--- src/rtl/tmr_pkg.sv ---
package tmr_pkg;
  localparam int ADDR_W = 10;
  localparam int DATA_W = 32;
  localparam int CNT_W  = 16;
  localparam int PSC_W  = 16;
  localparam int NUM_CMP = 4;
  localparam int WIDX_W = ADDR_W - 2;

  // word indices (byte offset / 4)
  localparam logic [WIDX_W-1:0] W_CTRL   = 8'd0;
  localparam logic [WIDX_W-1:0] W_CTRL2  = 8'd1;
  localparam logic [WIDX_W-1:0] W_SMODE  = 8'd2;
  localparam logic [WIDX_W-1:0] W_IEN    = 8'd3;
  localparam logic [WIDX_W-1:0] W_STAT   = 8'd4;
  localparam logic [WIDX_W-1:0] W_EVT    = 8'd5;
  localparam logic [WIDX_W-1:0] W_MODE1  = 8'd6;
  localparam logic [WIDX_W-1:0] W_MODE2  = 8'd7;
  localparam logic [WIDX_W-1:0] W_CAPEN  = 8'd8;
  localparam logic [WIDX_W-1:0] W_COUNT  = 8'd9;
  localparam logic [WIDX_W-1:0] W_PSC    = 8'd10;
  localparam logic [WIDX_W-1:0] W_RELOAD = 8'd11;
  localparam logic [WIDX_W-1:0] W_CMP0   = 8'd13;
  localparam logic [WIDX_W-1:0] W_DCTL   = 8'd18;
  localparam logic [WIDX_W-1:0] W_DADDR  = 8'd19;
  localparam logic [WIDX_W-1:0] W_OPT    = 8'd20;

  // next counter value on a tick: wrap after reaching the reload value
  function automatic logic [CNT_W-1:0] fn_next_cnt(input logic [CNT_W-1:0] cur,
                                                   input logic [CNT_W-1:0] rld);
    return (cur == rld) ? '0 : cur + 1'b1;
  endfunction

  // prescaler phase has reached its terminal value
  function automatic logic fn_psc_done(input logic [PSC_W-1:0] phase,
                                       input logic [PSC_W-1:0] div);
    return phase >= div;
  endfunction
endpackage

--- src/rtl/tmr_prescaler.sv ---
module tmr_prescaler
  import tmr_pkg::*;
#(
  parameter int P_W = PSC_W
) (
  input  logic           clk,
  input  logic           rst_n,
  input  logic           run,
  input  logic           restart,
  input  logic [P_W-1:0] div,
  output logic           tick
);
  logic [P_W-1:0] phase_q;

  assign tick = run && (phase_q >= div);

  always_ff @(posedge clk) begin
    if (!rst_n)        phase_q <= '0;
    else if (restart)  phase_q <= '0;
    else if (tick)     phase_q <= '0;
    else if (run)      phase_q <= phase_q + 1'b1;
  end

  AST_PHASE_HOLD: assert property (@(posedge clk) disable iff (!rst_n)
    (!run && !restart) |=> $stable(phase_q)) else $error("phase moved while stopped");
  AST_TICK_RESTARTS: assert property (@(posedge clk) disable iff (!rst_n)
    tick |=> (phase_q == '0)) else $error("phase not restarted");
endmodule

--- src/rtl/tmr_counter.sv ---
module tmr_counter
  import tmr_pkg::*;
#(
  parameter int C_W = CNT_W
) (
  input  logic           clk,
  input  logic           rst_n,
  input  logic           tick,
  input  logic [C_W-1:0] rld,
  input  logic           ld,
  input  logic [C_W-1:0] ld_val,
  output logic [C_W-1:0] cnt,
  output logic           wrap
);
  logic [C_W-1:0] cnt_q;

  assign cnt  = cnt_q;
  assign wrap = tick && !ld && (cnt_q == rld) && (rld != '0);

  always_ff @(posedge clk) begin
    if (!rst_n)     cnt_q <= '0;
    else if (ld)    cnt_q <= ld_val;
    else if (tick)  cnt_q <= fn_next_cnt(cnt_q, rld);
  end

  AST_CNT_STEP: assert property (@(posedge clk) disable iff (!rst_n)
    (tick && !ld && cnt_q != rld) |=> (cnt_q == C_W'($past(cnt_q) + 1'b1))) else $error("bad step");
  AST_CNT_HOLD: assert property (@(posedge clk) disable iff (!rst_n)
    (!tick && !ld) |=> $stable(cnt_q)) else $error("counter moved");
  AST_CNT_LOAD: assert property (@(posedge clk) disable iff (!rst_n)
    ld |=> (cnt_q == $past(ld_val))) else $error("load lost");
  AST_WRAP_ZERO: assert property (@(posedge clk) disable iff (!rst_n)
    wrap |=> (cnt_q == '0)) else $error("no wrap");
endmodule

--- src/rtl/tmr_regs.sv ---
module tmr_regs
  import tmr_pkg::*;
(
  input  logic              clk,
  input  logic              rst_n,
  input  logic [ADDR_W-1:0] bus_addr,
  input  logic              bus_we,
  input  logic [DATA_W-1:0] bus_wdata,
  output logic [DATA_W-1:0] bus_rdata,
  input  logic [CNT_W-1:0]  cnt,
  input  logic              flag_set,
  output logic              run,
  output logic              upd_ien,
  output logic [PSC_W-1:0]  div,
  output logic [CNT_W-1:0]  rld,
  output logic              cnt_ld,
  output logic [CNT_W-1:0]  cnt_ld_val
);
  logic [WIDX_W-1:0] widx;
  logic [DATA_W-1:0] ctrl_q, ctrl2_q, smode_q, ien_q, mode1_q, mode2_q, capen_q;
  logic [DATA_W-1:0] dctl_q, daddr_q, opt_q;
  logic [DATA_W-1:0] cmp_q [NUM_CMP];
  logic              flag_q;
  logic [PSC_W-1:0]  div_q;
  logic [CNT_W-1:0]  rld_q;
  logic              wr_stat, wr_evt, wr_cnt;
  logic [DATA_W-1:0] cmp_rd;

  assign widx    = bus_addr[ADDR_W-1:2];
  assign wr_stat = bus_we && (widx == W_STAT);
  assign wr_evt  = bus_we && (widx == W_EVT) && bus_wdata[0];
  assign wr_cnt  = bus_we && (widx == W_COUNT);

  assign run        = ctrl_q[0];
  assign upd_ien    = ien_q[0];
  assign div        = div_q;
  assign rld        = rld_q;
  assign cnt_ld     = wr_cnt || wr_evt;
  assign cnt_ld_val = wr_cnt ? bus_wdata[CNT_W-1:0] : '0;

  always_ff @(posedge clk) begin
    if (!rst_n) begin
      ctrl_q <= '0; ctrl2_q <= '0; smode_q <= '0; ien_q <= '0;
      mode1_q <= '0; mode2_q <= '0; capen_q <= '0;
      dctl_q <= '0; daddr_q <= '0; opt_q <= '0;
      div_q <= '0; rld_q <= '0;
    end else if (bus_we) begin
      case (widx)
        W_CTRL:   ctrl_q  <= bus_wdata;
        W_CTRL2:  ctrl2_q <= bus_wdata;
        W_SMODE:  smode_q <= bus_wdata;
        W_IEN:    ien_q   <= bus_wdata;
        W_MODE1:  mode1_q <= bus_wdata;
        W_MODE2:  mode2_q <= bus_wdata;
        W_CAPEN:  capen_q <= bus_wdata;
        W_PSC:    div_q   <= bus_wdata[PSC_W-1:0];
        W_RELOAD: rld_q   <= bus_wdata[CNT_W-1:0];
        W_DCTL:   dctl_q  <= bus_wdata;
        W_DADDR:  daddr_q <= bus_wdata;
        W_OPT:    opt_q   <= bus_wdata;
        default: ;
      endcase
    end
  end

  // hardware set wins over a software clear in the same cycle
  always_ff @(posedge clk) begin
    if (!rst_n)        flag_q <= 1'b0;
    else if (flag_set) flag_q <= 1'b1;
    else if (wr_stat)  flag_q <= flag_q & bus_wdata[0];
  end

  for (genvar gi = 0; gi < NUM_CMP; gi++) begin : g_cmp
    localparam logic [WIDX_W-1:0] MY_IDX = W_CMP0 + WIDX_W'(gi);
    always_ff @(posedge clk) begin
      if (!rst_n)                        cmp_q[gi] <= '0;
      else if (bus_we && widx == MY_IDX) cmp_q[gi] <= bus_wdata;
    end
  end

  always_comb begin
    cmp_rd = '0;
    for (int i = 0; i < NUM_CMP; i++)
      if (widx == W_CMP0 + WIDX_W'(i)) cmp_rd = cmp_q[i];
  end

  always_comb begin
    case (widx)
      W_CTRL:   bus_rdata = ctrl_q;
      W_CTRL2:  bus_rdata = ctrl2_q;
      W_SMODE:  bus_rdata = smode_q;
      W_IEN:    bus_rdata = ien_q;
      W_STAT:   bus_rdata = DATA_W'(flag_q);
      W_MODE1:  bus_rdata = mode1_q;
      W_MODE2:  bus_rdata = mode2_q;
      W_CAPEN:  bus_rdata = capen_q;
      W_COUNT:  bus_rdata = DATA_W'(cnt);
      W_PSC:    bus_rdata = DATA_W'(div_q);
      W_RELOAD: bus_rdata = DATA_W'(rld_q);
      W_DCTL:   bus_rdata = dctl_q;
      W_DADDR:  bus_rdata = daddr_q;
      W_OPT:    bus_rdata = opt_q;
      default:  bus_rdata = cmp_rd;
    endcase
  end

  AST_FLAG_SET: assert property (@(posedge clk) disable iff (!rst_n)
    flag_set |=> flag_q) else $error("flag not set");
  AST_FLAG_KEEP: assert property (@(posedge clk) disable iff (!rst_n)
    (wr_stat && bus_wdata[0]) |=> (flag_q || !$past(flag_q))) else $error("flag lost");
  AST_FLAG_CLEAR: assert property (@(posedge clk) disable iff (!rst_n)
    (wr_stat && !bus_wdata[0] && !flag_set) |=> !flag_q) else $error("flag stuck");
endmodule

--- src/rtl/ptimer_top.sv ---
module ptimer_top
  import tmr_pkg::*;
(
  input  logic              clk,
  input  logic              rst_n,
  input  logic [ADDR_W-1:0] bus_addr,
  input  logic              bus_we,
  input  logic [DATA_W-1:0] bus_wdata,
  output logic [DATA_W-1:0] bus_rdata,
  output logic              irq_pulse
);
  logic             run, upd_ien, tick, wrap, cnt_ld, flag_set;
  logic [PSC_W-1:0] div;
  logic [CNT_W-1:0] rld, cnt, cnt_ld_val;
  logic             irq_q;

  tmr_regs u_regs (
    .clk, .rst_n, .bus_addr, .bus_we, .bus_wdata, .bus_rdata,
    .cnt, .flag_set, .run, .upd_ien, .div, .rld, .cnt_ld, .cnt_ld_val
  );

  tmr_prescaler #(.P_W(PSC_W)) u_psc (
    .clk, .rst_n, .run, .restart(cnt_ld), .div, .tick
  );

  tmr_counter #(.C_W(CNT_W)) u_cnt (
    .clk, .rst_n, .tick, .rld, .ld(cnt_ld), .ld_val(cnt_ld_val), .cnt, .wrap
  );

  assign flag_set = wrap && upd_ien;

  always_ff @(posedge clk) begin
    if (!rst_n) irq_q <= 1'b0;
    else        irq_q <= flag_set;
  end
  assign irq_pulse = irq_q;

  AST_IRQ_SINGLE: assert property (@(posedge clk) disable iff (!rst_n)
    irq_pulse |=> !irq_pulse) else $error("wide pulse");
  AST_ZERO_RELOAD: assert property (@(posedge clk) disable iff (!rst_n)
    (rld == '0) |=> !irq_pulse) else $error("event with zero reload");
  AST_IRQ_GATED: assert property (@(posedge clk) disable iff (!rst_n)
    (!upd_ien || !run) |=> !irq_pulse) else $error("ungated irq");
  AST_PSC_KEEPS: assert property (@(posedge clk) disable iff (!rst_n)
    (bus_we && bus_addr[ADDR_W-1:2] == W_PSC && !tick) |=> $stable(cnt)) else $error("psc moved cnt");
endmodule

--- config.mk ---
export PLATFORM = sky130hd
export DESIGN_NAME = ptimer_top
export DESIGN_NICKNAME = d
export VERILOG_FILES = /design/src/rtl/tmr_pkg.sv /design/src/rtl/tmr_prescaler.sv /design/src/rtl/tmr_counter.sv /design/src/rtl/tmr_regs.sv /design/src/rtl/ptimer_top.sv
export SDC_FILE = /design/constraint.sdc
export NUM_CORES = 1
export LEC_CHECK = 0
export BUFFER_PORTS_ARGS = -buffer_cell sky130_fd_sc_hd__buf_2
export CORE_MARGIN = 4
export CORE_UTILIZATION = 38
export DETAILED_ROUTE_END_ITERATION = 10
export RECOVER_POWER = 25
export SLEW_MARGIN = 20
export SYNTH_ARGS = -nofsm -noshare
export SYNTH_HDL_FRONTEND = slang
export SYNTH_HIERARCHICAL = 1
export SYNTH_SLANG_ARGS = --single-unit
--- constraint.sdc ---
create_clock -name clk -period 10.4 [get_ports clk]
set_clock_uncertainty 0.05 [all_clocks]
set_input_delay 1.04 -clock clk [delete_from_list [all_inputs] [get_ports clk]]
set_output_delay 1.04 -clock clk [all_outputs]
set_load 0.02 [all_outputs]
# Yosys cells after proc, flatten, opt, wreduce, memory -nomap -nowiden
# Memories as Yosys holds them, arrays and structs flattened.
# Index checks and enable logic that the tools add are counted.
# W data, S select, Z words.
[op_classes]
reduce_logical = 32
bitwise_logic = 6
n_eq_ne = 19
mux = 28
n_addsub = 2
n_lt_le_gt_ge = 1
[op_table]
columns = ["op", "n"]
rows = [
  ["$pmux W32 S14", 1],
  ["$mux W32", 8],
  ["$mux W16", 4],
  ["$eq A8 B4 Y1 const B", 7],
  ["$add A16 B1 Y16 const B", 2],
  ["$eq A8 B3 Y1 const B", 4],
  ["$eq A8 B5 Y1 const B", 4],
  ["$reduce_and A2 Y1", 12],
  ["$eq A16 B16 Y1", 1],
  ["$eq A8 B2 Y1 const B", 2],
  ["$ge A16 B16 Y1", 1],
  ["$reduce_bool A16 Y1", 1],
  ["$mux W1", 15],
  ["$logic_and A1 B1 Y1", 13],
  ["$eq A8 B1 Y1 const B", 1],
  ["$logic_not A8 Y1", 1],
  ["$or A1 B1 Y1", 4],
  ["$reduce_bool A2 Y1", 2],
  ["$reduce_or A3 Y1", 1],
  ["$and A1 B1 Y1", 1],
  ["$logic_not A1 Y1", 1],
  ["$logic_or A1 B1 Y1", 1],
  ["$not A1 Y1", 1],
]
[word_totals]
ram_bits = 128
n_memories = 1
register_bits = 386
inputBits = 45
[mem_list]
columns = ["memory", "depth", "width", "rd", "rd_clocked_by_memory_dff", "write_ports", "line", "source"]
rows = [
  ["u_regs.cmp_q", 4, 32, 4, 0, 4, "tmr_regs.sv:22", "logic [DATA_W-1:0] cmp_q [NUM_CMP];"],
]

# Longest topological paths before layout
# Gate-level depths: netlist (run 1).
[logic_depth]
word_depth = 10
mapped_depth = 13

# Hierarchy
# The synthesis (run 1) kept the hierarchy.
[modules_own_cells]
columns = ["module", "cells_each", "instances", "area_each_um2"]
rows = [
  ["tmr_regs", 2499, 1, 22321.4],
  ["tmr_counter", 141, 1, 1213.7],
  ["tmr_prescaler", 140, 1, 1177.4],
  ["ptimer_top", 3, 1, 32.5],
]

# Worst setup path before layout (run 1)
# OpenSTA, ideal clock, no wires.
[synth_path]
path_type = "input -> register"
start = "input port bus_addr[6]"
end = "memory u_regs.cmp_q[0][0], enable pin"
stages = 6
path_buffers = 3
path_slack_ns = 5.436
arrival_ns = 4.448
path_cell_list = "buf_2 > nor4_4 > nand3_1 > clkbuf_1 > clkbuf_1 > o21ai_0"
[synth_lines]
columns = ["element", "line", "source"]
rows = [
  ["start: declaration", "ptimer_top.sv:6", "input logic [ADDR_W-1:0] bus_addr,"],
  ["end: declaration", "tmr_regs.sv:22", ""],
]

# Worst setup path after layout (run 1)
[layout_path]
start = "input port bus_addr[6]"
end = "output port bus_rdata[29]"
[layout_via]
elab_chain_cells = 6
word_cells_on_any_way = 23
classes_between = "17 x eq/ne; 5 x mux; 1 x reduce/logical"
[layout_lines]
columns = ["element", "line", "source"]
rows = [
  ["$eq A8 B4 Y1", "tmr_regs.sv:84", "if (widx == W_CMP0 + WIDX_W'(i)) cmp_rd = cmp_q[i];"],
  ["$mux W32 (4 in series)", "tmr_regs.sv:84", ""],
  ["$pmux W32 S14 *", "tmr_regs.sv:88", "case (widx)"],
  ["end: declaration", "ptimer_top.sv:9", "output logic [DATA_W-1:0] bus_rdata,"],
]
# Mark *: on every way between the ends. The rest lies on a longest branch, timed or not.

==> results of run 1 <==
==> Yosys cell counts (all sizes together), types with 9 or more instances <==
cell      n
nor2     75
nand3    49
a22oi    65
nor2b    10
nor4      9
edfxtp  128
mux2i    44
nand4    28
o211ai   11
mux2     38
and3     21
a21oi    58
dfxtp   386
buf      82
nand2b    9
xor2     17
xnor2    27
nand2   732
nor3b    16
a221oi   31
clkbuf  173
a21boi  352
inv      22
nor3     22
a31oi     9
o22ai    38
a22o     21
ha       18
and2    150
o21ai    61
==> sequential cells by signal (all words and copies together) (netlist names) <==
signal / count
u_regs/rld: 16
u_regs/flag_q: 1
u_regs/opt_q: 32
u_regs/ctrl_q: 32
u_regs/mode2_q: 32
u_regs/smode_q: 32
u_regs/daddr_q: 32
u_regs/dctl_q: 32
u_regs/div: 16
u_psc/phase_q: 16
u_regs/cmp_q: 128
u_cnt/cnt: 16
u_regs/ien_q: 32
irq_pulse: 1
u_regs/capen_q: 32
u_regs/mode1_q: 32
u_regs/ctrl2_q: 32
==> worst max-delay path: cells and delay by family <==
kind | cells | cell delay [ns]
buffers and inverters | 3 | 2.29
and+or+nand+nor | 4 | 2.99
AOI/OAI and AO/OA | 1 | 0.26
==> worst max-delay path by stage <==
stage                         end  slack [ns]  cells after the start
2_1_floorplan  u_regs/cmp_q[0][0]        5.44                      6
3_3_place_gp         bus_rdata[9]        5.07                      8
3_5_place_dp         bus_rdata[9]        5.07                      8
4_1_cts              bus_rdata[9]        5.07                      8
5_1_grt             bus_rdata[20]        2.70                      7
6_report            bus_rdata[29]        2.65                      8
==> where the power goes <==
part           total (mW)  internal (mW)  switching, mW
combinational       0.234         0.0627          0.171
clock                1.93           1.10          0.832
sequential           2.08           2.07        0.00767
==> per-stage QoR <==
stage | setup slack, ns | cell area, um2 | hold slack [ns] | utilization, % | cells
floorplan | 5.44 | 24700 | 0.378 | - | 2783
global placement | 5.07 | 25700 | 0.384 | 39.9 | 3517
detailed placement | 5.07 | 25700 | 0.394 | 39.9 | 3517
CTS | 5.07 | 27500 | 0.401 | 42.6 | 3618
global route | 2.70 | 27300 | 0.420 | 42.4 | 3621
finish | 2.65 | 27300 | 0.400 | 42.4 | 3623
==> cell families after synthesis <==
group	after synthesis
and+or+nand+nor	1144
AOI/OAI and AO/OA	695
DFF	514
buffers and inverters	278
muxes	90
xor gates and xnor gates	44
adders and majority gates	18
==> area by class of cell <==
cell class	instances	area, um2	share of cell area, %
Multi-Input combinational cell	1991	12000	44.1
Sequential cell	514	11600	42.3
Clock buffer	88	1640	5.99
Tap cell	855	1070	3.91
Timing Repair Buffer	134	805	2.94
Clock inverter	13	118	0.430
Inverter	23	86.3	0.316
Antenna cell	5	12.5	0.0458
==> per-layer routing <==
| metal | vias up | share of wire, % | GRT usage, % | wire length [um] |
|---|---|---|---|---|
| met5 | - | 0.014 | 0 | 13 |
| li1 | 9505 | - | - | - |
| met3 | 229 | 10 | 4.72 | 9300 |
| met4 | 2 | 4.2 | 9.88 | 3920 |
| met2 | 1197 | 45 | 40.1 | 41500 |
| met1 | 10600 | 41 | 35.0 | 38000 |
==> key figures, run 1 <==
Outcome
  – Status: finished, violations left
  – Failing checks: max-capacitance violations, max-slew violations

Clock tree
  – TritonCTS Buffers: between 50 and 60
  – Worst-skew pair later-pin latency: slightly above 0.6 ns
  – # H-tree levels: 2
  – CTS root buf: clkbuf_16
  – Clock Tree Buf Depth: 3
  – Post-CTS setup buffer count: 0
  – Cts repair resizes: 0
  – TritonCTS clock tree: done
  – Clock-pin slew on the worst setup and hold paths: 0.06 ns
  – Clock Sink Count: 514
  – Cts hold-fix bufs: 0

Placement
  – Port bufs: 75
  – Placer Congestion: between 0.8 and 0.9
  – Post-DP HPWL: about 56000 um

Layout
  – Final net count: 2781
  – Commonest cells after routing, fill and taps aside: nand2_1, dfxtp_1, a21boi_0, edfxtp_1, and2_1
  – Share of cells above drive strength 1: 11.0%
  – Commonest non-fill, non-tap cell in the layout: nand2_1
  – Syn-to-layout area delta: 10.5%
  – Fillers: between 6000 and 7000

Synthesis
  – Ys async rst share: 0%
  – Netlist cell types: 79
  – Synth area leader: dfxtp_1
  – Post-synthesis net count: 2846
  – Seq cells post-synth: approximately 510
  – Cell area after synthesis: 24700 um2
  – Mux cell area share after synthesis: around 4.2%
  – Post-synthesis adder-cell area fraction: 0.910%
  – Fraction of the mapped netlist area in compound gates: between 20 and 25%
  – Synth Area in XOR/XNOR: 1.59%
  – Largest family of logic cells by synthesized area: simple AND/OR/NAND/NOR gates
  – Largest cells by area after synthesis: dfxtp_1, edfxtp_1, nand2_1
  – Post-Synth Simple-Gate Area: a little over a fifth
  – Syn avg cell area: 8.89 um2
  – Post-synth EDFFs: 128
  – Top cell type's share of synthesized area: 31.2%
  – Syn Inst Count: 2783
  – Predominant post-synthesis flop cell: dfxtp_1
  – Ys Warns: 6
  – Seq/Total Area, Yosys: 46.8%

Worst setup path
  – Worst path max stage delay: 1.48 ns
  – Crit end category: primary output
  – Slowest CP cell: nor2_1
  – Crit path cell chain: clkbuf_1, or4_1, nor2_1, clkbuf_1, a221oi_1, or3_1, nand4_1, buf_2
  – Class of the most critical setup path: input pin to primary output
  – CP required: approximately 9.3 ns
  – Worst EP arrival: between 6 and 7 ns
  – R2R depth: 10
  – Worst reg2reg setup slack: 7.49 ns
  – Critical Path Start: bus_addr[6]
  – Worst r2r src: u_regs/div[13]
  – Most common cell on crit path: clkbuf_1
  – Crit path max fanout: 25
  – R2R Path End: u_cnt/cnt[13]
  – Setup crit start kind: input pin

Routing
  – Drt pass-1 iters: 6
  – Residual DRC: 0
  – Drt wl/cell: 25.6 um
  – Drt total wl: a little over 90000 um
  – Vias: 21500
  – Vias per cell: around 5.9
  – 1st-iter DRT viols: 2650
  – Antenna viol nets, final: 0

GRT
  – GR Overflow Total: 0
  – GRT Overall Usage: around 26%
  – Largest net degree at the start of global routing: 111
  – Vias in the first global route: 20400
  – First-pass GRT wire length: 135000 um
  – Initial antenna violation count: 13

Power
  – Pwr Density: 155 nW/um2
  – Static leakage: 8.93 nW
  – Total power: 4.25 mW
  – VDD IR-drop max: 0.118 mV

Worst hold path
  – Worst Hold Path Cells: 2
  – Tightest Hold Check Type: flop to flop
  – Hold EP: u_regs/smode_q[20]
  – HP Start: u_regs/smode_q[20]

Floorplanning
  – Initial core utilization: a little under two fifths
  – Die H: approximately 260 um
  – Core footprint: 64500 um2
  – I/O pin count: 78
  – Site Rows: 93
  – Die width: between 200 and 300 um
  – Die area: slightly below 70000 um2

STA
  – Unrepaired setup endpoints after global routing: no
  – Fin. max-slew vios: 322
  – Fmax: 129 MHz
  – Final hold vios: 0
  – Slew at the pin closest to its max-slew limit: 2.54 ns
  – Max_slew headroom: -70.9%
  – Count of final setup violators: 0
  – Tmin final: between 7 and 8 ns
  – Final period util: 74.5%
  – Setup TNS: 0 ns

Run
  – Max Cap Violations: 15
Note: power is estimated with default switching activity, not from simulation.
==> inputs of run 2 (changes only) <==
==> constraint.sdc (replaced) <==
create_clock -name clk -period 7.3 [get_ports clk]
set_clock_uncertainty 0.05 [all_clocks]
set_input_delay 0.73 -clock clk [delete_from_list [all_inputs] [get_ports clk]]
set_output_delay 0.73 -clock clk [all_outputs]
set_load 0.02 [all_outputs]
==> run 2 against run 1 <==
The run still ends with max-capacitance violations, max-slew violations left. Power grew 43%. Combinational power grew 46%. Global-route usage fell by 0.23 points. Worst hold slack gained 0.0012 ns. Final cell count unchanged. Worst setup slack got worse by 1.4 ns. Routed wire length decreased by 0.18%. Flip-flop and latch count unchanged. Critical endpoint is now bus_rdata[3]. Largest power group unchanged. Highest routed layer unchanged.
==> key figures, run 2 (synthesis results as in run 1) <==
Outcome
  – Status: finished, violations left
  – Failing checks: max-capacitance violations, max-slew violations

STA
  – Slew at the pin closest to its max-slew limit: 2.49 ns (-0.0539 ns)
  – Final hold vios: 0 (unchanged)
  – Count of final setup violators: 0 (unchanged)
  – Setup TNS: 0 ns (unchanged)
  – Final period util: 82.7%
  – Fin. max-slew vios: 215 (-33%)
  – Tmin final: 6.04 ns
  – Fmax: 166 MHz
  – Unrepaired setup endpoints after global routing: no
  – Max_slew headroom: -65.8% (+5.2 points)
  – WHS: 0.401 ns (+0.00117 ns)

GRT
  – GRT Overall Usage: 25.3% (-0.23 points)
  – Vias in the first global route: 20600 (+0.91%)
  – Initial antenna violation count: 9 (-4)
  – Largest net degree at the start of global routing: 105 (-5.4%)
  – GR Overflow Total: 0 (unchanged)
  – First-pass GRT wire length: 134000 um (-0.50%)

Routing
  – Met2 wire len: 41400 um (-0.17%)
  – Drt wl/cell: 25.5 um (-0.18%)
  – Residual DRC: 0 (unchanged)
  – Vias: 21600 (+0.46%)
  – Vias per cell: 5.96 (+0.46%)
  – 1st-iter DRT viols: 2562 (-3.3%)
  – DR top layer: met5
  – Drt pass-1 iters: 5 (-1)
  – Met1 wire length: 37800 um (-0.51%)
  – Met3 WL post-DR: 9090 um (-2.2%)
  – Drt total wl: 92500 um (-0.18%)
  – Antenna viol nets, final: 0 (unchanged)

Worst setup path
  – Crit end category: primary output
  – Worst EP arrival: 5.26 ns (-1.40 ns)
  – Setup crit start kind: input pin
  – CP required: 6.52 ns (-2.79 ns)
  – Class of the most critical setup path: input pin to primary output
  – R2R depth: 10 (unchanged)
  – R2R Path End: u_cnt/cnt[1]
  – Worst reg2reg setup slack: 4.43 ns (-3.06 ns)
  – Crit path max fanout: 40 (+60%)
  – Worst r2r src: u_regs/div[13]

Run
  – Max Cap Violations: 7 (-8)

Layout
  – Design area: 27400 um2 (+0.28%)
  – Final net count: 2784 (+0.11%)
  – Top reg by flops: u_regs/cmp_q
  – Commonest cells after routing, fill and taps aside: nand2_1, dfxtp_1, a21boi_0, edfxtp_1, and2_1
  – Syn-to-layout area delta: 10.8%
  – Commonest non-fill, non-tap cell in the layout: nand2_1
  – Share of cells above drive strength 1: 11.3% (+0.32 points)
  – Max reg flops: 128 (unchanged)
  – Fillers: 6309 (-0.77%)

Clock tree
  – Cts repair resizes: 0 (unchanged)
  – Cts hold-fix bufs: 0 (unchanged)
  – TritonCTS Buffers: 53 (-1.9%)
  – TritonCTS clock tree: done
  – Post-CTS setup buffer count: 0 (unchanged)
  – Clock Tree Buf Depth: 3 (unchanged)
  – # H-tree levels: 2 (unchanged)
  – Clock Sink Count: 514 (unchanged)
  – CTS root buf: clkbuf_16
  – Worst-skew pair later-pin latency: 0.61 ns (about the same)
  – Clock-pin slew on the worst setup and hold paths: 0.06 ns (about the same)

Floorplanning
  – Initial core utilization: 38.4% (unchanged)
  – Site Rows: 93 (unchanged)
  – Die H: 263 um (unchanged)
  – Core footprint: 64500 um2 (unchanged)
  – I/O pin count: 78 (unchanged)
  – Die width: 263 um (unchanged)
  – Die area: 69300 um2 (unchanged)

Power
  – Static leakage: 8.96 nW (+0.31%)
  – Total power: 6.06 mW (+43%)
  – VDD IR-drop max: 0.177 mV (+50%)
  – Pwr Density: 221 nW/um2 (+42%)

Placement
  – Placer Congestion: 0.854 (-3.1%)
  – Placed Area: 25700 um2 (about the same)
  – Post-DP HPWL: 56500 um (+0.66%)
  – Port bufs: 75 (unchanged)

Worst hold path
  – Hold EP: u_regs/capen_q[25]
  – Tightest Hold Check Type: flop to flop
  – Worst Hold Path Cells: 2 (unchanged)
  – HP Start: u_regs/capen_q[25]
-- run 2: critical path: stages --
cell and delay [ns]:
clkbuf_1 1.24, nor2_1 0.23, nand3_1 0.19, clkbuf_1 1.35, o22ai_1 0.42, or4b_2 0.85
buf_2 0.21
-- run 2: per-layer routing --
| metal | track usage (%) | up-vias |
|---|---|---|
| met5 | 0 | - |
| met4 | 11.1 | 2 |
| met3 | 4.51 | 264 |
| met2 | 39.9 | 1224 |
| met1 | 34.1 | 10600 |
| li1 | - | 9500 |
-- run 2: worst max-delay path by stage --
| stage | from | to | slack [ns] | depth (start not counted) |
|---|---|---|---|---|
| after floorplan | bus_addr[6] | u_regs/cmp_q[0][0] | 2.65 | 6 |
| after global placement | bus_addr[6] | bus_rdata[5] | 2.49 | 7 |
| after detailed placement | bus_addr[6] | bus_rdata[5] | 2.48 | 7 |
| after CTS | bus_addr[6] | bus_rdata[5] | 2.49 | 7 |
| after global routing | bus_addr[6] | bus_rdata[3] | 1.22 | 7 |
| final | bus_addr[6] | bus_rdata[3] | 1.26 | 7 |
-- run 2: through the flow --
| stage | setup WS [ns] | util [%] | std cells |
|---|---|---|---|
| global route | 1.22 | 42.5 | 3622 |
| finish | 1.26 | 42.5 | 3623 |
| global placement | 2.49 | 39.9 | 3520 |
| detailed placement | 2.48 | 39.9 | 3520 |
| floorplan | 2.65 | - | 2783 |
| CTS | 2.49 | 42.6 | 3618 |
-- run 2: area by class of cell --
class	instances	area (um2)	share of cell area [%]
Multi-Input combinational cell	1991	12100	44.1
Clock buffer	93	1680	6.13
Clock inverter	5	52.6	0.192
Antenna cell	4	10.0	0.0365
Tap cell	855	1070	3.90
Inverter	23	86.3	0.315
Sequential cell	514	11600	42.2
Timing Repair Buffer	138	853	3.11
-- run 2: where the power goes --
part | total, mW | switching (mW) | internal (mW)
clock | 2.75 | 1.17 | 1.58
combinational | 0.342 | 0.251 | 0.0913
sequential | 2.96 | 0.0110 | 2.95
total | 6.06 | 1.43 | 4.63
